===== src/rtl/ebc_pkg.sv =====
package ebc_pkg;

    typedef enum logic [2:0] {
        PH_IDLE   = 3'd0,
        PH_LEAD   = 3'd1,
        PH_SETUP  = 3'd2,
        PH_STROBE = 3'd3,
        PH_EXTEND = 3'd4,
        PH_HOLD   = 3'd5,
        PH_GAP    = 3'd6
    } phase_e;

    localparam int SCALE_W = 4;

    typedef struct packed {
        logic ce_n;
        logic oe_n;
        logic we_n;
        logic ack_n;
        logic doe;
    } pins_t;

    function automatic logic [SCALE_W-1:0] scale_factor(input logic [1:0] code);
        case (code)
            2'd0:    return 4'd4;
            2'd1:    return 4'd1;
            2'd2:    return 4'd2;
            default: return 4'd8;
        endcase
    endfunction

    function automatic logic in_select(input phase_e ph);
        return (ph == PH_SETUP) || (ph == PH_STROBE) ||
               (ph == PH_EXTEND) || (ph == PH_HOLD);
    endfunction

    function automatic logic in_strobe(input phase_e ph);
        return (ph == PH_STROBE) || (ph == PH_EXTEND);
    endfunction

endpackage


===== src/rtl/ebc_sync.sv =====
module ebc_sync #(
    parameter int   STAGES  = 2,
    parameter logic RST_VAL = 1'b1
) (
    input  logic clk,
    input  logic rst,
    input  logic d,
    output logic q
);
    logic [STAGES-1:0] chain;

    for (genvar i = 0; i < STAGES; i++) begin : g_stage
        if (i == 0) begin : g_first
            always_ff @(posedge clk) begin
                if (rst) chain[i] <= RST_VAL;
                else     chain[i] <= d;
            end
        end else begin : g_next
            always_ff @(posedge clk) begin
                if (rst) chain[i] <= RST_VAL;
                else     chain[i] <= chain[i-1];
            end
        end
    end

    assign q = chain[STAGES-1];
endmodule


===== src/rtl/ebc_phase_timer.sv =====
module ebc_phase_timer #(
    parameter int CNT_W = 8
) (
    input  logic             clk,
    input  logic             rst,
    input  logic             load,
    input  logic [CNT_W-1:0] load_val,
    output logic             expired
);
    logic [CNT_W-1:0] cnt_q;

    always_ff @(posedge clk) begin
        if (rst)                cnt_q <= '0;
        else if (load)          cnt_q <= load_val;
        else if (cnt_q != '0)   cnt_q <= cnt_q - CNT_W'(1);
    end

    assign expired = (cnt_q == '0);

    AST_TMR_FLOOR: assert property (@(posedge clk) disable iff (rst)
        (!load && cnt_q == '0) |=> (cnt_q == '0));
endmodule


===== src/rtl/ebc_seq.sv =====
module ebc_seq
    import ebc_pkg::*;
#(
    parameter int FIELD_W = 4,
    localparam int CNT_W  = FIELD_W + SCALE_W
) (
    input  logic               clk,
    input  logic               rst,
    input  logic               start,
    input  logic               req_write,
    input  logic [1:0]         cfg_scale,
    input  logic               cfg_rdy_en,
    input  logic [FIELD_W-1:0] cfg_lead,
    input  logic [FIELD_W-1:0] cfg_setup,
    input  logic [FIELD_W-1:0] cfg_rd_pulse,
    input  logic [FIELD_W-1:0] cfg_wr_pulse,
    input  logic [FIELD_W-1:0] cfg_rd_tail,
    input  logic [FIELD_W-1:0] cfg_wr_tail,
    input  logic [FIELD_W-1:0] cfg_gap,
    input  logic [FIELD_W-1:0] cfg_rdy_tail,
    input  logic               rdy_s,
    input  logic               tmr_zero,
    output logic               tmr_load,
    output logic [CNT_W-1:0]   tmr_val,
    output phase_e             ph,
    output logic               wr,
    output logic               finish,
    output logic               capture
);
    phase_e ph_q, ph_d;
    logic   wr_q;
    logic   wr_eff;
    logic   stall;

    function automatic logic [CNT_W-1:0] span(input logic [FIELD_W-1:0] f,
                                               input logic plus1,
                                               input logic [1:0] code);
        logic [CNT_W-1:0] base;
        base = CNT_W'(f) + CNT_W'(plus1);
        return base * CNT_W'(scale_factor(code));
    endfunction

    assign wr_eff = (ph_q == PH_IDLE) ? req_write : wr_q;
    assign stall  = cfg_rdy_en && !rdy_s;

    always_comb begin
        ph_d    = ph_q;
        finish  = 1'b0;
        capture = 1'b0;
        case (ph_q)
            PH_IDLE:
                if (start)
                    ph_d = (cfg_lead != '0)  ? PH_LEAD :
                           (cfg_setup != '0) ? PH_SETUP : PH_STROBE;
            PH_LEAD:
                if (tmr_zero)
                    ph_d = (cfg_setup != '0) ? PH_SETUP : PH_STROBE;
            PH_SETUP:
                if (tmr_zero) ph_d = PH_STROBE;
            PH_STROBE:
                if (tmr_zero && !stall)
                    ph_d = (cfg_rdy_en && cfg_rdy_tail != '0) ? PH_EXTEND : PH_HOLD;
            PH_EXTEND:
                if (tmr_zero) ph_d = PH_HOLD;
            PH_HOLD:
                if (tmr_zero) begin
                    ph_d   = PH_GAP;
                    finish = 1'b1;
                end
            PH_GAP:
                if (tmr_zero) ph_d = PH_IDLE;
            default:
                ph_d = PH_IDLE;
        endcase
        if (in_strobe(ph_q) && ph_d == PH_HOLD && !wr_q) capture = 1'b1;
    end

    always_comb begin
        tmr_load = (ph_d != ph_q);
        case (ph_d)
            PH_LEAD:   tmr_val = span(cfg_lead, 1'b0, cfg_scale) - CNT_W'(1);
            PH_SETUP:  tmr_val = span(cfg_setup, 1'b0, cfg_scale) - CNT_W'(1);
            PH_STROBE: tmr_val = span(wr_eff ? cfg_wr_pulse : cfg_rd_pulse, 1'b1, cfg_scale) - CNT_W'(1);
            PH_EXTEND: tmr_val = span(cfg_rdy_tail, 1'b0, cfg_scale) - CNT_W'(1);
            PH_HOLD:   tmr_val = span(wr_eff ? cfg_wr_tail : cfg_rd_tail, 1'b1, cfg_scale) - CNT_W'(1);
            PH_GAP:    tmr_val = span(cfg_gap, 1'b1, cfg_scale) - CNT_W'(1);
            default:   tmr_val = '0;
        endcase
    end

    always_ff @(posedge clk) begin
        if (rst) begin
            ph_q <= PH_IDLE;
            wr_q <= 1'b0;
        end else begin
            ph_q <= ph_d;
            if (ph_q == PH_IDLE && start) wr_q <= req_write;
        end
    end

    assign ph = ph_q;
    assign wr = wr_q;

    AST_RDY_STALL: assert property (@(posedge clk) disable iff (rst)
        (ph_q == PH_STROBE && tmr_zero && cfg_rdy_en && !rdy_s) |=> (ph_q == PH_STROBE));
endmodule


===== src/rtl/extbus_cycle_gen.sv =====
module extbus_cycle_gen
    import ebc_pkg::*;
#(
    parameter int ADDR_W      = 16,
    parameter int DATA_W      = 16,
    parameter int FIELD_W     = 4,
    parameter int SYNC_STAGES = 2,
    localparam int CNT_W      = FIELD_W + SCALE_W
) (
    input  logic               clk,
    input  logic               rst,
    input  logic               cfg_region_en,
    input  logic               cfg_ack_en,
    input  logic [1:0]         cfg_scale,
    input  logic               cfg_rdy_en,
    input  logic [FIELD_W-1:0] cfg_lead,
    input  logic [FIELD_W-1:0] cfg_setup,
    input  logic [FIELD_W-1:0] cfg_rd_pulse,
    input  logic [FIELD_W-1:0] cfg_wr_pulse,
    input  logic [FIELD_W-1:0] cfg_rd_tail,
    input  logic [FIELD_W-1:0] cfg_wr_tail,
    input  logic [FIELD_W-1:0] cfg_gap,
    input  logic [FIELD_W-1:0] cfg_rdy_tail,
    input  logic               req_valid,
    input  logic               req_write,
    input  logic [ADDR_W-1:0]  req_addr,
    input  logic [DATA_W-1:0]  req_wdata,
    output logic               busy,
    output logic               done,
    output logic [DATA_W-1:0]  rdata,
    output logic               bus_ce_n,
    output logic               bus_oe_n,
    output logic               bus_we_n,
    output logic               bus_ack_n,
    output logic [ADDR_W-1:0]  bus_addr,
    output logic [DATA_W-1:0]  bus_dout,
    output logic               bus_doe,
    input  logic [DATA_W-1:0]  bus_din,
    input  logic               bus_ready
);
    phase_e             ph;
    logic               wr;
    logic               rdy_s;
    logic               tmr_zero;
    logic               tmr_load;
    logic [CNT_W-1:0]   tmr_val;
    logic               finish;
    logic               capture;
    logic               start;
    logic [ADDR_W-1:0]  addr_q;
    logic [DATA_W-1:0]  wdata_q;
    logic [DATA_W-1:0]  rdata_q;
    logic               done_q;
    pins_t              pins;

    assign start = req_valid && cfg_region_en && (ph == PH_IDLE);

    ebc_sync #(.STAGES(SYNC_STAGES), .RST_VAL(1'b1)) u_sync (
        .clk (clk),
        .rst (rst),
        .d   (bus_ready),
        .q   (rdy_s)
    );

    ebc_phase_timer #(.CNT_W(CNT_W)) u_timer (
        .clk      (clk),
        .rst      (rst),
        .load     (tmr_load),
        .load_val (tmr_val),
        .expired  (tmr_zero)
    );

    ebc_seq #(.FIELD_W(FIELD_W)) u_seq (
        .clk          (clk),
        .rst          (rst),
        .start        (start),
        .req_write    (req_write),
        .cfg_scale    (cfg_scale),
        .cfg_rdy_en   (cfg_rdy_en),
        .cfg_lead     (cfg_lead),
        .cfg_setup    (cfg_setup),
        .cfg_rd_pulse (cfg_rd_pulse),
        .cfg_wr_pulse (cfg_wr_pulse),
        .cfg_rd_tail  (cfg_rd_tail),
        .cfg_wr_tail  (cfg_wr_tail),
        .cfg_gap      (cfg_gap),
        .cfg_rdy_tail (cfg_rdy_tail),
        .rdy_s        (rdy_s),
        .tmr_zero     (tmr_zero),
        .tmr_load     (tmr_load),
        .tmr_val      (tmr_val),
        .ph           (ph),
        .wr           (wr),
        .finish       (finish),
        .capture      (capture)
    );

    always_ff @(posedge clk) begin
        if (rst) begin
            addr_q  <= '0;
            wdata_q <= '0;
            rdata_q <= '0;
            done_q  <= 1'b0;
        end else begin
            if (start) begin
                addr_q  <= req_addr;
                wdata_q <= req_wdata;
            end
            if (capture) rdata_q <= bus_din;
            done_q <= finish;
        end
    end

    always_comb begin
        pins.ce_n  = !in_select(ph);
        pins.oe_n  = !(in_strobe(ph) && !wr);
        pins.we_n  = !(in_strobe(ph) && wr);
        pins.ack_n = !(cfg_ack_en && in_select(ph));
        pins.doe   = in_select(ph) && wr;
    end

    assign busy      = (ph != PH_IDLE);
    assign done      = done_q;
    assign rdata     = rdata_q;
    assign bus_ce_n  = pins.ce_n;
    assign bus_oe_n  = pins.oe_n;
    assign bus_we_n  = pins.we_n;
    assign bus_ack_n = pins.ack_n;
    assign bus_doe   = pins.doe;
    assign bus_addr  = addr_q;
    assign bus_dout  = wdata_q;

    AST_STB_IN_CE: assert property (@(posedge clk) disable iff (rst)
        (!bus_oe_n || !bus_we_n) |-> !bus_ce_n);
    AST_DONE_PULSE: assert property (@(posedge clk) disable iff (rst)
        done |=> !done);
    AST_WDATA_STABLE: assert property (@(posedge clk) disable iff (rst)
        (bus_doe && $past(bus_doe)) |-> $stable(bus_dout));
    AST_ADDR_STABLE: assert property (@(posedge clk) disable iff (rst)
        (busy && $past(busy)) |-> $stable(bus_addr));
    AST_DISABLED_IDLE: assert property (@(posedge clk) disable iff (rst)
        (!busy && !cfg_region_en) |=> !busy);
endmodule


===== config.mk =====
export PLATFORM = sky130hd
export DESIGN_NAME = extbus_cycle_gen
export DESIGN_NICKNAME = d
export VERILOG_FILES = /design/src/rtl/ebc_pkg.sv /design/src/rtl/ebc_sync.sv /design/src/rtl/ebc_phase_timer.sv /design/src/rtl/ebc_seq.sv /design/src/rtl/extbus_cycle_gen.sv
export SDC_FILE = /design/constraint.sdc
export NUM_CORES = 1
export LEC_CHECK = 0
export BUFFER_PORTS_ARGS = -buffer_cell sky130_fd_sc_hd__buf_2
export CAP_MARGIN = 20
export CORE_ASPECT_RATIO = 0.8
export CORE_MARGIN = 1.5
export CORE_UTILIZATION = 40
export CTS_CLUSTER_SIZE = 40
export DETAILED_ROUTE_END_ITERATION = 8
export RECOVER_POWER = 100
export REMOVE_ABC_BUFFERS = 1
export SLEW_MARGIN = 10
export SYNTH_ARGS = -nofsm -noshare
export SYNTH_HDL_FRONTEND = slang
export SYNTH_SLANG_ARGS = --single-unit

===== constraint.sdc =====
create_clock -name clk -period 15.88 [get_ports clk]
set_input_delay 1.588 -clock clk [delete_from_list [all_inputs] [get_ports clk]]
set_output_delay 1.588 -clock clk [all_outputs]
set_load 0.01 [all_outputs]

==> run metrics, run 1 <==
fin crit share=0.4552; Final Util=0.4765; Avg WL per Cell=between 10 and 15 um; Cells after Synth=~860; flops & latches, synth=between 60 and 70; die footprint=about 18000 um^2; number of DRC markers in iteration 0=between 300 and 400; Die Height=~120 um; Pins Over Slew Limit=66; Clock transition at path regs=50 ps; Die Wd=~150 um; worst skew pair latency=330 ps; synth top area cells=dfxtp_1, ha_1, fa_1, nand2_1, inv_1; status=finished, violations left; failing checks=capacitance limit, slew limit; Rel. slew slack=-0.8929; largest net degree at the start of global routing=66; 1st-pass router iterations=5; clk sinks=63; hold_buf cts=0; hpwl dp=13150 um; layout cells sized above 1=0.1263; Post-synth EDFFs=0; Core ar.=around 17000 um^2; total wire length=between 15000 and 20000 um; routability cong.=a little under 0.9; synth warn=0; post-synth top area share=0.1844; endpoints failing setup=0; ant diodes=0; initial core utilization=0.4105; drc violations=0; gr ovfl total=0; unrepaired setup endpoints after global routing=no; Tmin final=between 7000 and 8000 ps; worst slack, placed=between 8000 and 9000 ps; Clk Tree Root Cell=clkbuf_16; Post-synth top cells=nand2_1, inv_1, ha_1; final hold violations=0; Mean Syn Cell Area=between 7 and 8 um^2; Reg area=1261 um^2; Power Total=approximately 920 uW; footprint of the multi-input gates=5010 um^2; All-Layer GR Usage=0.1859; Worst Skew=4.036 ps; TritonCTS Buffers=9; port bufs=144; H-tree depth=3; drt via density=4.945; Top FF cell, synth=dfxtp_1; CP Class=in2reg; post-synth top area cell=dfxtp_1; # fillers=between 1.5k and 2k; final net count=roughly 1.2k; Synth-to-Final Area Change=16.08%; vias=between 5k and 6k; crit end category=register; CP Data Arrival Time=between 7000 and 8000 ps; number of global-route vias before repair=roughly 5.6k; Resized cells post-CTS=0; initial antenna violation count=0; TritonCTS clock tree=yes; Seq/Total Area, Yosys=0.1844; worst slew pin tran=between 2000 and 3000 ps; most frequent cell after synthesis=nand2_1; num ports=between 100 and 150; ANT nets after route=0; VDD IR max=between 60 and 70 uV; Fmax achieved=0.1383 GHz; pwr dens=~120 nW/um^2; setup_tns=0 ps; Leak Pwr=around 0.0038 uW; row cnt=42; mapped cell area=a little under 7000 um^2; first-pass GRT wire length=~27000 um; Async SR Flop Fraction=0; Final WS setup=approximately 8700 ps; Clock Path Buffers=2; top fanout value on the critical path=9; minimum hold slack=approximately 410 ps; max_cap viols=1; Crit path required time=roughly 16000 ps; Synth cell types=68; HP Class=reg2reg; Startpoint Class=input port; Setup Fix Bufs, Post-CTS=0
## cell usage in the layout (no fill, tap or decap), types with 28 or more instances in the layout
| cell type | netlist | routed |
|---|---|---|
| a21oi_1 | 60 | 60 |
| buf_2 | 6 | 87 |
| clkbuf_1 | 24 | 59 |
| dfxtp_1 | 63 | 63 |
| fa_1 | 36 | 36 |
| ha_1 | 97 | 97 |
| inv_1 | 101 | 101 |
| nand2_1 | 166 | 166 |
| nor2_1 | 40 | 41 |
| xnor2_1 | 28 | 28 |
## final cells by class
cell class	count	share of cell area
clock inverters	6	0.01072
inverters	101	0.04776
repair buffers	151	0.08796
clock buffers	10	0.02885
multi-input cells	659	0.6311
well taps	220	0.03468
flip-flops and latches	63	0.1589
## path summary, 6_finish.rpt
| check | endpoint | cells past startpoint | from | slack, ps |
|---|---|---|---|---|
| worst max-delay path | u_timer.cnt_q[7] | 23 | req_write | 8650 |
| worst min-delay path | u_sync.q | 1 | u_sync.chain[0] | 410 |
| worst max register to register | u_timer.cnt_q[7] | 22 | u_seq.ph[1] | 9470 |
| worst min register to register | u_sync.q | 1 | u_sync.chain[0] | 410 |
## flip-flops by register name, indices dropped and copies added (netlist names)
register,count
bus_addr,16
bus_dout,16
rdata,16
u_timer.cnt_q,8
u_seq.ph,3
done,1
u_seq.wr,1
u_sync.chain,1
u_sync.q,1
## kinds of logic (layout without fill, tap and decap cells)
logic type	count (synthesis)	in the layout	synth area share
and+or+nand+nor	310	310	0.2124
xor gates and xnor gates	44	44	0.06038
buffers and inverters	137	268	0.08015
muxes	28	28	0.04135
adders and majority gates	133	133	0.2829
DFF	63	63	0.1844
AOI/OAI and AO/OA	144	144	0.1383
## critical path: stages
cell       delay [ps]
clkbuf_1           90
nor4b_1           710
nor2_1            420
mux2i_1           420
inv_1             130
ha_1              240
xnor2_1           300
nand2_1           110
ha_1              290
inv_1              50
fa_1              520
inv_1              50
fa_1              530
inv_1              40
ha_1              330
o21ai_0           100
o21bai_1          130
a21oi_1            80
xnor3_1           370
nor3_1             50
a211o_1           240
a2111oi_0         410
o31ai_1           120
## through the flow
stage / std cells / instance area (um^2)
global placement: 1194 / 7717
CTS: 1210 / 8031
detailed placement: 1194 / 7717
global route: 1210 / 7938
finish: 1210 / 7938
floorplan: 823 / 6669
## power by group
part	total [uW]	internal [uW]	switching, uW
combinational	518	226	292
sequential	193	175	17.8
clock	208	137	71.0
## routing by layer
| metal | routed length [um] | share of wire | track usage | up-vias |
|---|---|---|---|---|
| met5 | 0 | 0 | 0 | - |
| met4 | 189 | 0.011 | 0.03775 | 0 |
| met3 | 952 | 0.058 | 0.03308 | 16 |
| met2 | 7335 | 0.45 | 0.2980 | 142 |
| met1 | 7994 | 0.49 | 0.2608 | 2724 |
| li1 | - | - | - | 3102 |
No activity file was read; power rests on OpenSTA's default activity.
==> run 2, diff against run 1 <==
- ABC_AREA: default -> 1
- clock period: 15.88 -> 6.2 ns (I/O delays scaled with it)
==> run 2 against run 1 <==
The run still ends with capacitance limit, slew limit left. Cell area up 3.9%. Sequential power rose to 2.5 times the previous value. Utilization down 0.49 points. Count of clock-buffer cells in the layout up 1. Clock power up 140%. Synthesized area up 5.2%. Register-to-register slack worse by 8500 ps. Critical endpoint unchanged. Highest routed layer unchanged.
==> run metrics, run 2 <==
status=finished, violations left; failing checks=capacitance limit, slew limit; Rel. slew slack=-0.3533 (+0.5396); Die Wd=152.9 um (+2.5%); Worst Hold End=u_sync.q; die footprint=18800 um^2 (+5.1%); Cells after Synth=1073 (+25%); crit end category=register; Fmax achieved=between 0.15 and 0.2 GHz; Synth cell types=40 (-41%); ant diodes=0 (unchanged); pwr dens=259.0 nW/um^2 (+120%); CP Data Arrival Time=5400 ps (-1940 ps); initial antenna violation count=0 (unchanged); H-tree depth=3 (unchanged); drc violations=0 (unchanged); Post-synth EDFFs=0 (unchanged); routability cong.=0.8667 (-0.33%); mapped cell area=7194 um^2 (+5.2%); CP bufs+invs=5 (unchanged); max_cap viols=1 (unchanged); critical path's top delay family=simple AND/OR/NAND/NOR gates; Startpoint Class=register; Clk Tree Root Cell=clkbuf_16; cells on worst reg2reg path=32 (+45%); VDD IR max=168.8 uV (+160%); gr ovfl total=0 (unchanged); sw frac=0.4322 (+0.01746); Post-DP Area=8060 um^2 (+4.4%); num ports=145 (unchanged); final hold violations=0 (unchanged); synth warn=0 (unchanged); CP dominant cell by count=nand2_1; TritonCTS clock tree=yes; total wire length=18580 um (+13%); Top FF cell, synth=dfxtp_1; ANT nets after route=0 (unchanged); endpoints failing setup=0 (unchanged); R2R Path End=u_timer.cnt_q[7]; post-synth top area cell=dfxtp_1; Flop pwr share=0.226 (+0.016); hold_sp=u_sync.chain[0]; synth top area cells=dfxtp_1, ha_1, nand2_1, inv_1, fa_1; Crit-path slowest cell=fa_1; clock power share=0.235 (+0.009); Comb power frac=0.539 (-0.025); Tmin final=5197 ps; top fanout value on the critical path=11 (+2); Pins Over Slew Limit=36 (-45%); All-Layer GR Usage=0.1977 (+0.01174); port bufs=144 (unchanged); setup_tns=0 ps (unchanged); Synth-to-Final Area Change=14.61%; Clock transition at path regs=50 ps (about the same); Max Used Layer=met4; WL met2=8425 um (+15%); number of global-route vias before repair=6427 (+15%); Resized cells post-CTS=0 (unchanged); Post-synth top cells=nand2_1, inv_1, nor2_1; flops & latches, synth=63 (unchanged); most frequent cell after synthesis=nand2_1; Seq/Total Area, Yosys=0.1753 (-0.009142); r2r setup slk=1000 ps (-8470 ps); Worst Skew=8.617 ps (+4.581 ps); largest net degree at the start of global routing=36 (-45%); post-synth top area share=0.1753 (-0.009142); P_int=1213 uW (+130%); CP Class=reg2reg; Core ar.=17490 um^2 (+5.0%); Final Cell Area=8245 um^2 (+3.9%); # fillers=1876 (+11%); most common cell after layout, fill and taps aside=nand2_1; most frequent cells in the layout=nand2_1, inv_1, nor2_1; layout cells sized above 1=0.1095 (-0.01681); HP Class=reg2reg; worst skew pair latency=320 ps (about the same); vias=6959 (+16%); initial core utilization=0.4114 (+0.0009788); Crit path required time=6400 ps (-9590 ps); first-pass GRT wire length=30530 um (+14%); Hold Path Depth=1 (unchanged); Final Util=0.4716 (-0.004935); Avg WL per Cell=12.98 um (-4.6%); Mean Syn Cell Area=6.705 um^2 (-16%); RR Startpoint=u_seq.ph[1]; clk sinks=63 (unchanged); NetSw=923.1 uW (+140%); Setup Fix Bufs, Post-CTS=0 (unchanged); hold_buf cts=0 (unchanged); worst slew pin tran=2022 ps (-816.9 ps); TritonCTS Buffers=9 (unchanged); drt via density=4.863 (-1.7%); crit-path max cell delay=520 ps (-190 ps); hpwl dp=14900 um (+13%); Async SR Flop Fraction=0 (unchanged); number of DRC markers in iteration 0=358 (+16%); Leak Pwr=0.004399 uW (+16%); worst slack, placed=1101 ps (-7786 ps); DRT met1 WL=9279 um (+16%); fin crit share=0.8382; Die Height=123.0 um (+2.5%); final net count=1424 (+18%); 1st-pass router iterations=6 (+1); Final WS setup=1003 ps (-7648 ps); row cnt=43 (+2.4%); Clock Path Buffers=2 (unchanged); met3 WL=655 um (-31%); unrepaired setup endpoints after global routing=no
==> run 2: cell count changes in the layout (fill, tap and decap cells not counted), sizes merged, moves of 13 or more <==
cell,change
xnor2,-14
nand4,+22
nor3,-13
inv,+99
nor2b,-13
nand2,+86
o21ai,+49
a21oi,-18
nor2,+94
mux2i,-26
and2,-25
nand3,+38
==> run 2: cell families after synthesis <==
logic type,Yosys count,share of synthesized area
flops,63,0.1753
compound gates,122,0.08835
buf+inv,231,0.1273
simple gates,484,0.2915
fa+ha+maj,133,0.2689
xor+xnor,40,0.04870
==> run 2: power by group through the flow <==
| stage | registers [uW] | logic [uW] | clock network, uW |
|---|---|---|---|
| floorplan | 498 | 865 | 0 |
| global placement | 492 | 1150 | 0 |
| detailed placement | 493 | 1150 | 0 |
| CTS | 485 | 1170 | 507 |
| global route | 490 | 1330 | 528 |
| finish | 484 | 1150 | 502 |
==> run 2: layout make-up <==
cell class / instances / area [um^2] / share of cell area
repair buffers: 147 / 674.4 / 0.08179
multi-input cells: 779 / 4974 / 0.6032
clock buffers: 11 / 242.7 / 0.02944
flip-flops and latches: 63 / 1261 / 0.1530
clock inverters: 5 / 57.56 / 0.006980
inverters: 201 / 754.5 / 0.09150
well taps: 225 / 281.5 / 0.03414
==> run 2: worst max-delay path by stage <==
stage,startpoint,slack (ps),end,depth (start not counted)
2_1_floorplan,u_seq.ph[2],1650,u_timer.cnt_q[7],33
3_5_place_dp,req_write,1100,u_timer.cnt_q[7],31
3_3_place_gp,req_write,1210,u_timer.cnt_q[7],31
4_1_cts,u_seq.ph[2],1170,u_timer.cnt_q[7],33
6_report,u_seq.ph[1],1000,u_timer.cnt_q[7],32
5_1_grt,u_seq.ph[1],510,u_timer.cnt_q[7],32
==> run 2: stage by stage <==
step / instances / hold WS, ps / power [uW]
global placement: 1415 / 391.5 / 1637
detailed placement: 1415 / 400.6 / 1647
CTS: 1431 / 417.5 / 2158
finish: 1431 / 414.2 / 2136
global route: 1431 / 444.0 / 2344
floorplan: 1043 / 389.5 / 1363
==> run 2: routing by layer <==
metal	vias up	track usage
li1	3603	-
met1	3223	0.2823
met2	119	0.3282
met3	14	0.02313
met4	0	0.03002
met5	-	0
==> run 3, diff against run 2 <==
- clock period: 6.2 -> 4.7 ns (I/O delays scaled with it)
==> run 3 against run 2 <==
The flow now finishes without violations. Sequential cell count did not move. Final cell count rose by 2.0%. Power rose by 43%. Critical path depth did not move. Highest routed layer unchanged.
==> run metrics, run 3 (synthesized netlist as in run 2, its figures left out) <==
status=finished, final reports clean; Die Wd=152.9 um (unchanged); drc violations=0 (unchanged); 1st-pass router iterations=5 (-1); ANT nets after route=0 (unchanged); Final WS setup=336.1 ps (-667.2 ps); pwr dens=351.9 nW/um^2 (+36%); RR Startpoint=u_seq.ph[2]; Worst Skew=4.543 ps (-4.074 ps); most common cell after layout, fill and taps aside=nand2_1; Tmin final=4364 ps (-832.8 ps); Core ar.=17490 um^2 (unchanged); drt via density=4.736 (-2.6%); Crit-path slowest cell=fa_1; Avg WL per Cell=12.45 um (-4.1%); Die Height=123.0 um (unchanged); layout cells sized above 1=0.1548 (+0.04533); total wire length=18170 um (-2.2%); Clk Tree Root Cell=clkbuf_16; CP dominant cell by count=nand2_1; die footprint=18800 um^2 (unchanged); TritonCTS clock tree=yes; ant diodes=0 (unchanged); max_cap viols=0 (-1); CP Data Arrival Time=4570 ps (-830 ps); footprint of the multi-input gates=5134 um^2 (+3.2%); Synth-to-Final Area Change=20.64%; Leak Pwr=0.004597 uW (+4.5%); Pins Over Slew Limit=0 (-100%); most frequent cells in the layout=nand2_1, inv_1, nor2_1; Worst Hold End=u_sync.chain[0]; cells on worst reg2reg path=32 (unchanged); hold_sp=bus_ready; first-pass GRT wire length=30580 um (+0.18%); H-tree depth=3 (unchanged); final hold violations=0 (unchanged); num ports=145 (unchanged); unrepaired setup endpoints after global routing=no; CP Class=reg2reg; Rel. slew slack=0.08126 (+0.4346); number of global-route vias before repair=6526 (+1.5%); R2R Path End=u_timer.cnt_q[7]; endpoints failing setup=0 (unchanged); # fillers=1818 (-3.1%); worst skew pair latency=330 ps (about the same); setup_tns=0 ps (unchanged); VDD IR max=238.6 uV (+41%); beginning of the critical path=u_seq.ph[2]; Reg area=1267 um^2 (+0.50%); worst slack, placed=-6.714 ps (-1107 ps); number of DRC markers in iteration 0=450 (+26%); fin crit share=0.9285 (+0.09032); TritonCTS Buffers=9 (unchanged); Hold Path Depth=2 (+1); routability cong.=0.8497 (-2.0%); Fmax achieved=0.2292 GHz (+19%); worst slew pin tran=1378 ps (-644.4 ps); crit end category=register; clk sinks=63 (unchanged); r2r setup slk=340 ps (-670 ps); final net count=1452 (+2.0%); row cnt=43 (unchanged); largest net degree at the start of global routing=54 (+50%); port bufs=144 (unchanged); hpwl dp=14580 um (-2.2%); crit-path max cell delay=530 ps (about the same); vias=6910 (-0.70%); initial antenna violation count=0 (unchanged); gr ovfl total=0 (unchanged); Clock Path Buffers=2 (unchanged); HP Class=in2reg; Startpoint Class=register; initial core utilization=0.4114 (unchanged); Crit path required time=4910 ps (-1490 ps); All-Layer GR Usage=0.1971 (-0.0005249); top fanout value on the critical path=8 (-3); Clock transition at path regs=50 ps (about the same)
run 3: cell count changes in the layout (fill, tap and decap cells not counted), sizes merged:
cell | before | now
clkinvlp | 3 | 0
buf | 92 | 119
bufinv | 1 | 3
clkinv | 2 | 3
clkbuf | 66 | 67
run 3: how the worst max path moves through the flow:
stage	end	cells after the start
after floorplan	u_timer.cnt_q[7]	33
after global placement	u_timer.cnt_q[7]	28
after detailed placement	u_timer.cnt_q[7]	28
after CTS	u_timer.cnt_q[7]	29
after global routing	u_timer.cnt_q[7]	32
final	u_timer.cnt_q[7]	32
run 3: repair_timing:
action | 4_1_cts | 5_1_grt
setup buffers | 0 | 4
setup endpoints to repair | 1 | 4
pin swaps | 0 | 16
resized for setup | 1 | 40
hold buffers | 0 | 0
run 3: through the flow:
stage	std cells	power [uW]	util	hold WS [ps]	area [um^2]
2_1_floorplan	1043	1798	-	389.5	7033
3_3_place_gp	1439	2215	0.4713	392.0	8240
3_5_place_dp	1439	2216	0.4713	400.8	8240
4_1_cts	1455	3018	0.4918	315.4	8600
5_1_grt	1459	3360	0.4964	320.8	8680
6_report	1459	3055	0.4964	329.4	8680
run 3: layout make-up:
cell class | instances | area share
multi-input combinational | 779 | 0.5915
inverter | 201 | 0.08721
sequential | 63 | 0.1460
clock buffer | 11 | 0.02912
timing repair buffer | 175 | 0.1018
clock inverter | 5 | 0.01196
tap | 225 | 0.03243
run 3: where the power goes:
part / leakage (uW) / internal (uW) / switching (uW)
Clock: 0.000176 / 546 / 232
Sequential: 0.000518 / 595 / 43.4
Combinational: 0.00390 / 668 / 970
Total: 0.00460 / 1810 / 1250
run 3: critical path: cells and delay by family, from the launching register on:
kind / cells / cell delay (ps)
flip-flops: 1 / 360
buffers and inverters: 5 / 240
AND/OR/NAND/NOR: 20 / 1610
AO/OA/AOI/OAI: 2 / 220
adder cells (fa/ha/maj): 5 / 1790
run 3: layer usage:
| layer | GRT usage | part of all wire | vias up |
|---|---|---|---|
| met4 | 0.04289 | 0.013 | 0 |
| met5 | 0 | 0 | - |
| met3 | 0.02208 | 0.034 | 16 |
| met2 | 0.3268 | 0.45 | 109 |
| met1 | 0.2780 | 0.50 | 3126 |
| li1 | - | - | 3659 |
